File: src/rtl/mpx_tx_pkg.sv
package mpx_tx_pkg;

  typedef enum logic [1:0] {
    MODE_ASYNC    = 2'd0,
    MODE_EXPAN    = 2'd1,
    MODE_SYNC     = 2'd2,
    MODE_SYNC_ALT = 2'd3
  } tx_mode_e;

  typedef enum logic [2:0] {
    F_IDLE   = 3'd0,
    F_START  = 3'd1,
    F_DATA   = 3'd2,
    F_PARITY = 3'd3,
    F_NINTH  = 3'd4,
    F_STOP   = 3'd5
  } field_e;

  typedef struct packed {
    tx_mode_e   mode;
    logic [1:0] len_sel;
    logic       par_en;
    logic       par_odd;
    logic       ninth_en;
    logic [1:0] stop_sel;
    logic       x16;
  } tx_cfg_t;

  // synchronous framing has no start or stop slot
  function automatic logic is_sync(tx_mode_e m);
    return m[1];
  endfunction

  // field that follows f; F_IDLE means the frame is complete
  function automatic field_e follow(field_e f, tx_cfg_t c);
    field_e n;
    case (f)
      F_START: n = F_DATA;
      F_DATA: begin
        if (c.mode == MODE_ASYNC && c.par_en) n = F_PARITY;
        else if (c.ninth_en)                  n = F_NINTH;
        else if (!is_sync(c.mode))            n = F_STOP;
        else                                  n = F_IDLE;
      end
      F_PARITY: n = c.ninth_en ? F_NINTH : F_STOP;
      F_NINTH:  n = is_sync(c.mode) ? F_IDLE : F_STOP;
      default:  n = F_IDLE;
    endcase
    return n;
  endfunction

  // ticks spent in one field, given the oversampling ratio
  function automatic int unsigned field_len(field_e f, tx_cfg_t c, int unsigned ovs);
    int unsigned bit_t;
    int unsigned r;
    bit_t = c.x16 ? ovs : 1;
    r = bit_t;
    if (f == F_STOP && c.mode == MODE_ASYNC) begin
      if (c.x16) r = ovs + int'(c.stop_sel) * (ovs / 2);
      else       r = (c.stop_sel == 2'd3) ? 3 : int'(c.stop_sel) + 1;
    end
    return r;
  endfunction

endpackage

File: src/rtl/mpx_tx_parity.sv
module mpx_tx_parity #(
  parameter int DATA_W = 8,
  parameter int LEN_W  = 4
) (
  input  logic [DATA_W-1:0] data,
  input  logic [LEN_W-1:0]  len,
  input  logic              odd,
  output logic              par
);
  logic [DATA_W-1:0] kept;

  for (genvar i = 0; i < DATA_W; i++) begin : g_mask
    assign kept[i] = data[i] & (LEN_W'(i) < len);
  end

  // even: ones(data)+par even; odd: that count odd
  assign par = (^kept) ^ odd;
endmodule

File: src/rtl/mpx_tx_bit_timer.sv
module mpx_tx_bit_timer #(
  parameter int CNT_W = 6
) (
  input  logic             clk,
  input  logic             rst_n,
  input  logic             active,
  input  logic             restart,
  input  logic             tick,
  input  logic [CNT_W-1:0] target,
  output logic             field_end
);
  logic [CNT_W-1:0] cnt_q;
  logic             last;

  assign last      = (cnt_q == target - CNT_W'(1));
  assign field_end = active && tick && last;

  always_ff @(posedge clk or negedge rst_n) begin
    if (!rst_n) begin
      cnt_q <= '0;
    end else if (restart) begin
      cnt_q <= '0;
    end else if (active && tick) begin
      cnt_q <= last ? '0 : cnt_q + CNT_W'(1);
    end
  end

  // the counter never runs past the length of the current field
  p_cnt_in_field_r8: assert property (@(posedge clk) disable iff (!rst_n)
    active |-> (cnt_q < target));
endmodule

File: src/rtl/mpx_tx_field_seq.sv
module mpx_tx_field_seq
  import mpx_tx_pkg::*;
#(
  parameter int DATA_W  = 8,
  parameter int MIN_LEN = 5,
  parameter int OVS     = 16,
  parameter int CNT_W   = 6
) (
  input  logic              clk,
  input  logic              rst_n,
  input  logic              start,
  input  tx_cfg_t           start_cfg,
  input  logic [DATA_W-1:0] start_data,
  input  logic              start_ninth,
  input  logic              field_end,
  output field_e            field,
  output logic [CNT_W-1:0]  field_ticks,
  output logic              line,
  output logic              done
);
  localparam int LEN_W = $clog2(DATA_W + 1);
  localparam int IDX_W = $clog2(DATA_W);

  field_e            field_q;
  tx_cfg_t           cfg_q;
  logic [DATA_W-1:0] sh_q;
  logic [IDX_W-1:0]  idx_q;
  logic              par_q;
  logic              ninth_q;
  logic              done_q;
  logic [LEN_W-1:0]  start_len;
  logic [LEN_W-1:0]  cur_len;
  logic              start_par;
  logic              data_last;
  field_e            after;

  assign start_len = LEN_W'(MIN_LEN) + LEN_W'(start_cfg.len_sel);
  assign cur_len   = LEN_W'(MIN_LEN) + LEN_W'(cfg_q.len_sel);
  assign data_last = (LEN_W'(idx_q) == cur_len - LEN_W'(1));

  mpx_tx_parity #(.DATA_W(DATA_W), .LEN_W(LEN_W)) u_par (
    .data (start_data),
    .len  (start_len),
    .odd  (start_cfg.par_odd),
    .par  (start_par)
  );

  always_comb begin
    after = follow(field_q, cfg_q);
    if (field_q == F_DATA && !data_last) after = F_DATA;
  end

  always_ff @(posedge clk or negedge rst_n) begin
    if (!rst_n) begin
      field_q <= F_IDLE;
      cfg_q   <= '0;
      sh_q    <= '0;
      idx_q   <= '0;
      par_q   <= 1'b0;
      ninth_q <= 1'b0;
      done_q  <= 1'b0;
    end else begin
      done_q <= 1'b0;
      if (start) begin
        cfg_q   <= start_cfg;
        sh_q    <= start_data;
        idx_q   <= '0;
        par_q   <= start_par;
        ninth_q <= start_ninth;
        field_q <= is_sync(start_cfg.mode) ? F_DATA : F_START;
      end else if (field_end) begin
        field_q <= after;
        if (field_q == F_DATA && !data_last) begin
          sh_q  <= sh_q >> 1;
          idx_q <= idx_q + IDX_W'(1);
        end
        if (after == F_IDLE) done_q <= 1'b1;
      end
    end
  end

  always_comb begin
    case (field_q)
      F_START:  line = (cfg_q.mode != MODE_ASYNC);
      F_DATA:   line = sh_q[0];
      F_PARITY: line = par_q;
      F_NINTH:  line = ninth_q;
      default:  line = 1'b1;
    endcase
  end

  assign field       = field_q;
  assign field_ticks = CNT_W'(field_len(field_q, cfg_q, OVS));
  assign done        = done_q;

  // the bit index stays inside the programmed data length
  p_idx_in_len_r4: assert property (@(posedge clk) disable iff (!rst_n)
    (field_q == F_DATA) |-> (LEN_W'(idx_q) < cur_len));
  // a parity slot appears only in the asynchronous framing
  p_parity_async_r6: assert property (@(posedge clk) disable iff (!rst_n)
    (field_q == F_PARITY) |-> (cfg_q.mode == MODE_ASYNC && cfg_q.par_en));
  // synchronous framing visits only data and ninth-bit slots
  p_sync_bare_r5: assert property (@(posedge clk) disable iff (!rst_n)
    (field_q != F_IDLE && is_sync(cfg_q.mode)) |-> (field_q == F_DATA || field_q == F_NINTH));
  // the captured configuration holds for the whole frame
  p_cfg_held_r3: assert property (@(posedge clk) disable iff (!rst_n)
    (field_q != F_IDLE && !start) |=> (field_q == F_IDLE || $stable(cfg_q)));
endmodule

File: src/rtl/mpx_char_tx.sv
module mpx_char_tx
  import mpx_tx_pkg::*;
#(
  parameter int DATA_W  = 8,
  parameter int MIN_LEN = 5,
  parameter int OVS     = 16
) (
  input  logic              clk,
  input  logic              rst_n,
  input  logic              tick,
  input  logic              in_valid,
  output logic              in_ready,
  input  logic [DATA_W-1:0] in_data,
  input  logic              in_ninth,
  input  logic [1:0]        cfg_mode,
  input  logic [1:0]        cfg_len,
  input  logic              cfg_par_en,
  input  logic              cfg_par_odd,
  input  logic              cfg_ninth_en,
  input  logic [1:0]        cfg_stop,
  input  logic              cfg_x16,
  output logic              txd,
  output logic              busy,
  output logic              done
);
  localparam int CNT_W = $clog2(OVS * 3 + 1);

  tx_cfg_t          cfg_in;
  field_e           field;
  logic [CNT_W-1:0] field_ticks;
  logic             accept;
  logic             field_end;
  logic             active;

  assign cfg_in = '{mode: tx_mode_e'(cfg_mode), len_sel: cfg_len, par_en: cfg_par_en,
                    par_odd: cfg_par_odd, ninth_en: cfg_ninth_en, stop_sel: cfg_stop,
                    x16: cfg_x16};

  assign active   = (field != F_IDLE);
  assign in_ready = !active;
  assign busy     = active;
  assign accept   = in_valid && in_ready;

  mpx_tx_bit_timer #(.CNT_W(CNT_W)) u_timer (
    .clk       (clk),
    .rst_n     (rst_n),
    .active    (active),
    .restart   (accept),
    .tick      (tick),
    .target    (field_ticks),
    .field_end (field_end)
  );

  mpx_tx_field_seq #(
    .DATA_W(DATA_W), .MIN_LEN(MIN_LEN), .OVS(OVS), .CNT_W(CNT_W)
  ) u_seq (
    .clk         (clk),
    .rst_n       (rst_n),
    .start       (accept),
    .start_cfg   (cfg_in),
    .start_data  (in_data),
    .start_ninth (in_ninth),
    .field_end   (field_end),
    .field       (field),
    .field_ticks (field_ticks),
    .line        (txd),
    .done        (done)
  );

  // an accepted word always starts a frame
  p_accept_busy_r2: assert property (@(posedge clk) disable iff (!rst_n)
    (in_valid && in_ready) |=> busy);
  // done lasts a single clock
  p_done_single_r11: assert property (@(posedge clk) disable iff (!rst_n)
    done |=> !done);
  // done coincides with the return to idle on a marking line
  p_done_idle_r11: assert property (@(posedge clk) disable iff (!rst_n)
    done |-> (!busy && txd));
  // marking level whenever idle
  p_idle_mark_r1: assert property (@(posedge clk) disable iff (!rst_n)
    !busy |-> txd);
  // nothing moves on a clock without a tick
  p_hold_no_tick_r8: assert property (@(posedge clk) disable iff (!rst_n)
    (busy && !tick) |=> (busy && $stable(txd)));
endmodule

File: config.mk
export PLATFORM = sky130hd
export DESIGN_NAME = mpx_char_tx
export DESIGN_NICKNAME = d
export VERILOG_FILES = /design/src/rtl/mpx_tx_pkg.sv /design/src/rtl/mpx_tx_parity.sv /design/src/rtl/mpx_tx_bit_timer.sv /design/src/rtl/mpx_tx_field_seq.sv /design/src/rtl/mpx_char_tx.sv
export SDC_FILE = /design/constraint.sdc
export NUM_CORES = 1
export LEC_CHECK = 0
export ABC_AREA = 1
export BUFFER_PORTS_ARGS = -buffer_cell sky130_fd_sc_hd__buf_2
export CAP_MARGIN = 20
export CORE_MARGIN = 2
export CORE_UTILIZATION = 50
export CTS_CLUSTER_DIAMETER = 80
export DETAILED_ROUTE_END_ITERATION = 16
export HOLD_SLACK_MARGIN = 0.06
export PLACE_DENSITY = 0.7
export SYNTH_ARGS = -nofsm -noshare
export SYNTH_HDL_FRONTEND = slang
export SYNTH_SLANG_ARGS = --single-unit
export TNS_END_PERCENT = 10
File: constraint.sdc
create_clock -name clk -period 4.89 [get_ports clk]
set_clock_uncertainty 0.05 [all_clocks]
set_input_delay 0.978 -clock clk [delete_from_list [all_inputs] [get_ports clk]]
set_output_delay 0.978 -clock clk [all_outputs]
set_load 0.02 [all_outputs]
---- After elaboration in Yosys (flattened, before gate mapping) ----
Index checks and enable logic that the tools add are counted.
storage, ports and cells
  bits in registers ....................... 32
  input bits .............................. 23
  output and inout port bits .............. 4
  logic and storage cells ................. 89
cells by class
  add/sub/neg operators ................... 8
  $lt $le $gt $ge ......................... 8
  equal/unequal tests ..................... 8
  muxes and demuxes ....................... 26
  bitwise gates (word level) .............. 9
  reductions and logical operators ........ 17
operator list
  kind                                                count
  two-way mux 6 bit                                   6
  two-way mux 3 bit                                   9
  two-way mux 8 bit                                   3
  < comparator 3 x 4 -> 1 bit (first input constant)  4
  one-hot mux 3 bit (4 select lines)                  1
  adder 3 x 2 -> 4 bit (first input constant)         2
  bitwise AND 1 bit                                   8
  < comparator 1 x 4 -> 1 bit (first input constant)  2
  < comparator 2 x 4 -> 1 bit (first input constant)  2
  nonzero test 2 bit                                  4
  parity 8 bit                                        1
  adder 5 x 5 -> 6 bit (first input constant)         1
  adder 6 x 1 -> 6 bit (second input constant)        1
  == test 3 x 2 -> 1 bit (second input constant)      2
  == test 3 bit (second input constant)               2
  == test 6 bit                                       1
  logical AND 1 bit                                   6
  subtractor 6 x 1 -> 6 bit (second input constant)   1
  two-way mux 5 bit                                   1
  == test 3 x 4 -> 1 bit                              1
  two-way mux 1 bit                                   4
  one-hot mux 1 bit (4 select lines)                  1
  subtractor 4 x 1 -> 4 bit (second input constant)   1
  adder 2 x 1 -> 3 bit (second input constant)        1
  other kinds (10)                                    11

---- Depth between registers and ports, before layout ----
  word-level depth ........................ 10
  mapped depth ............................ 17
  mapped depth without buffers ............ 16

---- Hierarchy ----
A second synthesis with hierarchy kept.
second synthesis, totals
  cell total of the unflattened synthesis .. 357
  area total of the unflattened synthesis .. 2,307.2 um^2
modules (own cells, without submodules)
  module            times used  cells each  area an instance (um^2)  seq. area each (um^2)
  mpx_tx_field_seq  1           203         1,451.4                  650.6
  mpx_tx_bit_timer  1           90          566.8                    150.1
  mpx_tx_parity     1           58          259.0                    0.0
  mpx_char_tx       1           6           30.0                     0.0

---- Least setup slack after synthesis ----
Ideal clock, no wire load.
  path kind ............................... register to register
  from .................................... register u_seq.cfg_q[9] (netlist name)
  to ...................................... register u_seq.sh_q[5]
  library setup time ...................... 0.119 ns
  data arrival time ....................... 2.256 ns
  data required time ...................... 4.721 ns
  setup slack ............................. 2.465 ns
  stages on the path, launching flop included .. 16
  path buffers ............................ 1
  clock period less this slack ............ 2.425 ns
  cells stage by stage .................... dfrtp_1 -> nor2_2 -> inv_1 -> nor2_4 -> o211ai_1 -> ha_1 -> ha_1 -> xor2_1 -> nand2_1 -> nor2_1 -> nand2_1 -> nor2_4 -> nand4_1 -> buf_2 -> nand3_1 -> nand2_1
on the way
  cells in the longest elaborated chain, start to end .. 8
ends and longest elaborated chain
  element                        RTL line                text
  from (decl)                    mpx_tx_field_seq.sv:25  tx_cfg_t cfg_q;
  from (signal assigned)         mpx_tx_field_seq.sv:65  cfg_q <= start_cfg;
  logical NOT 2 bit              mpx_tx_pkg.sv:58        if (f == F_STOP && c.mode == MODE_ASYNC) begin
  logical AND 1 bit              mpx_tx_pkg.sv:58
  two-way mux 6 bit              mpx_tx_pkg.sv:58
  subtractor 6 x 1 -> 6 bit      mpx_tx_bit_timer.sv:15  assign last = (cnt_q == target - CNT_W'(1));
  == test 6 bit                  mpx_tx_bit_timer.sv:15
  logical AND 1 bit              mpx_tx_bit_timer.sv:16  assign field_end = active && tick && last;
  nonzero test 2 bit (no line)   n/a
  AND reduction 2 bit (no line)  n/a
  to (signal assigned)           mpx_tx_field_seq.sv:66  sh_q <= start_data;
  to (signal assigned)           mpx_tx_field_seq.sv:74  sh_q <= sh_q >> 1;
  to (decl)                      mpx_tx_field_seq.sv:26  logic [DATA_W-1:0] sh_q;
No other way between the ends.
A chain may end at the register's enable or synchronous reset.

---- Worst setup path in the final report ----
  from .................................... register u_seq.cfg_q[9] (netlist name)
  to ...................................... register u_seq.sh_q[1]
Same word-level chain as after synthesis.

==> flow_summary.toml <==
[yosys]
yosysWarningCount = 0
syn_area_um2 = 1953
syn_area_per_cell_um2 = 7.370
ys_seq_area_share_pct = 41.00
synthMuxAreaShare_pct = 0
synth_cell_types = 26
synth_area_leaders = "dfrtp_1 (41%), nand2_1 (16%), nand3_1 (9.0%)"
synth_nets = 292
syn_inst = 265
synth-compound-area-share_pct = 8.072
synth_simple_gate_area_share_pct = 33.76
yosysTopAreaCellShare_pct = 41.00
synth_top_cell_by_area = "dfrtp_1"
synth_top_family_by_area = "simple AND/OR/NAND/NOR gates"
synthXorXnorAreaFrac_pct = 6.726
synth_fa_ha_area_share_pct = 2.562
ys_ff_latch = 32

[final_layout]
nFillCells = 358
post_route_cells_drive_above_1_share_pct = 16.78
insertedDiodeCount = 0
nets = 319
syn_to_final_growth_pct = 13.13

[floorplan]
die_h_um = 66.50
start_util_pct = 52.56
die_x_um = 66.50
die_area_um2 = 4422
design.core.area_um2 = 3716
num_io_pins = 27
rows = 22

[timing]
tightest_slew_ns = 0.7249
fmax_mhz = 343.8
slew_violations = 0
rsz0062_at_grt = "false"
finalHoldViolations = 0
worst_slack_ns = 1.981
tns_ns = 0
finalCritPeriodShare_pct = 59.49
period_needed_ns = 2.909
setup_viol = 0
slew_headroom_pct = 51.67

[drt]
detail_route.wl_per_cell_um = 11.94
viasPerCell = 5.062
drt_iter0_drc = 106
vias = 1721
antenna_left = 0
postRouteWirelength_mm = 4.058
dr.pass1.iters = 4
drc = 0

[critical_path]
end_kind = "register"
worstSetupStartpointType = "register"
crit_type = "reg -> reg"
crit_fanout = 12
critPathRequiredTime_ns = 5.01
arrival_ns = 3.03

[global_routing]
grt_pass1_vias = 1631
grt_pass1_wl_mm = 7.279
grtUsageTotal_pct = 21.50
grt_max_degree = 36
grtUsageMet3_pct = 4.054
grt_util_met2_pct = 34.88
busiest_layer = "met2"
antenna_found_initial = 0
grt_overflow = 0
use_met1_pct = 28.45

[clock_tree]
clockBufferDepth = 2
cts.sinks = 32
cts_tree = "built"
cts_resized = 0
ctsRootBufferMaster = "clkbuf_8"
h-tree-depth = 2
path_clk_slew_ns = 0.07
clock_latency_ns = 0.28
post_cts_buffers = 0
cts_hold_buffers = 0
cts_buffers = 5

[pwr]
vdd_drop_max_uv = 180.3
p_leak_uw = 0.001210
cellPowerDensity_nw_per_um2 = 513.2
power_uw = 1134

[job]
drv_cap = 0

[place]
gp_congestion = 0.9224
hpwl_mm = 2.900
port_buffers = 26
place_ws_ns = 1.982

[status]
outcome = "completed"

[min_path]
hold_path_class = "reg -> reg"
==> per-stage QoR <==
| stage | utilization, % | instances | hold slack (ns) | instance area, µm² |
|---|---|---|---|---|
| 4_1_cts | 59.46 | 340 | 0.4351 | 2210 |
| 3_5_place_dp | 56.87 | 333 | 0.4170 | 2113 |
| 2_1_floorplan | - | 265 | 0.3988 | 1953 |
| 5_1_grt | 59.46 | 340 | 0.4832 | 2210 |
| 6_report | 59.46 | 340 | 0.4350 | 2210 |
| 3_3_place_gp | 56.87 | 333 | 0.4172 | 2113 |
==> cell usage after synthesis, drive strengths merged <==
library cell and instances:
nor2 18, clkbuf 3, buf 4, xor2 11
or2 3, ha 4, nand3 36, a21boi 1
nor3 2, xnor2 4, nand4 4, nand2 84
a221oi 1, inv 31, a21oi 3, o21ai 20
o211ai 1, dfrtp 32, o22ai 3
==> logic make-up (layout without fill, tap and decap cells) <==
logic type	after synthesis	count (layout)
compound gates	29	29
xor+xnor	15	15
fa+ha+maj	4	4
buf+inv	38	65
flops	32	32
simple gates	147	147
==> area by class of cell <==
cell class | count | area, µm² | area share, %
Multi-Input combinational cell | 195 | 998.5 | 45.19
Sequential cell | 32 | 800.8 | 36.24
Timing Repair Buffer | 27 | 137.6 | 6.229
Inverter | 31 | 116.4 | 5.266
Clock buffer | 7 | 96.34 | 4.360
Tap cell | 48 | 60.06 | 2.718
==> critical path, cell delays in order, from the launching register on <==
cell and delay, ns:
dfrtp_1 0.39, nor2_2 0.18, inv_1 0.09, nor2_4 0.16
o211ai_1 0.11, ha_1 0.22, ha_1 0.31, xor2_1 0.13
nand2_1 0.07, nor2_1 0.08, nand2_1 0.09, nor2_4 0.16
nand4_1 0.46, nand3_1 0.22, nand2_1 0.07
==> layer usage <==
layer  routed length (µm)  vias to the layer above
met5                    0                        -
met4                   47                        0
met3                  150                        5
met2                 1908                       36
met1                 1951                      779
li1                     -                      901
==> where the power goes <==
part           internal [µW]  switching (µW)  leakage [µW]
Sequential               345            76.6      0.000411
Combinational            181             309      0.000748
Clock                    125            97.3     0.0000503
Total                    651             483       0.00121
==> flip-flops by register name, indices dropped and copies added (netlist names) <==
register and flops:
u_seq.ninth_q 1, u_seq.field 3, u_seq.idx_q 3, u_seq.par_q 1
u_seq.done 1, u_timer.cnt_q 6, u_seq.sh_q 8, u_seq.cfg_q 9
==> final timing paths <==
kind                            cells past startpoint      startpoint  slack [ns]        endpoint
worst max-delay path                               14  u_seq.cfg_q[9]        1.98   u_seq.sh_q[1]
worst min-delay path                                2   u_seq.ninth_q        0.43   u_seq.ninth_q
worst max register to register                     14  u_seq.cfg_q[9]        1.98   u_seq.sh_q[1]
worst min register to register                      2   u_seq.ninth_q        0.43   u_seq.ninth_q
max in group asynchronous                           1           rst_n        3.62     u_seq.par_q
min in group asynchronous                           1           rst_n        0.69  u_seq.cfg_q[8]
==> cells in the final DEF, fill, tap and decap left out <==
cell	n
nor2_2	2
clkbuf_8	7
o21ai_0	17
nand3_1	35
buf_4	1
or2_2	3
buf_2	26
nand2_1	83
o211ai_1	1
nor2_1	13
xor2_1	11
xnor2_1	4
dfrtp_1	32
inv_1	26
nand4_1	4
inv_2	5
nor3_1	2
o21ai_1	3
o22ai_1	3
ha_1	4
nor2_4	3
a21oi_1	3
nand3_4	1
a21boi_0	1
nand2_2	1
a221oi_1	1
(Power assumes the default switching activity.)
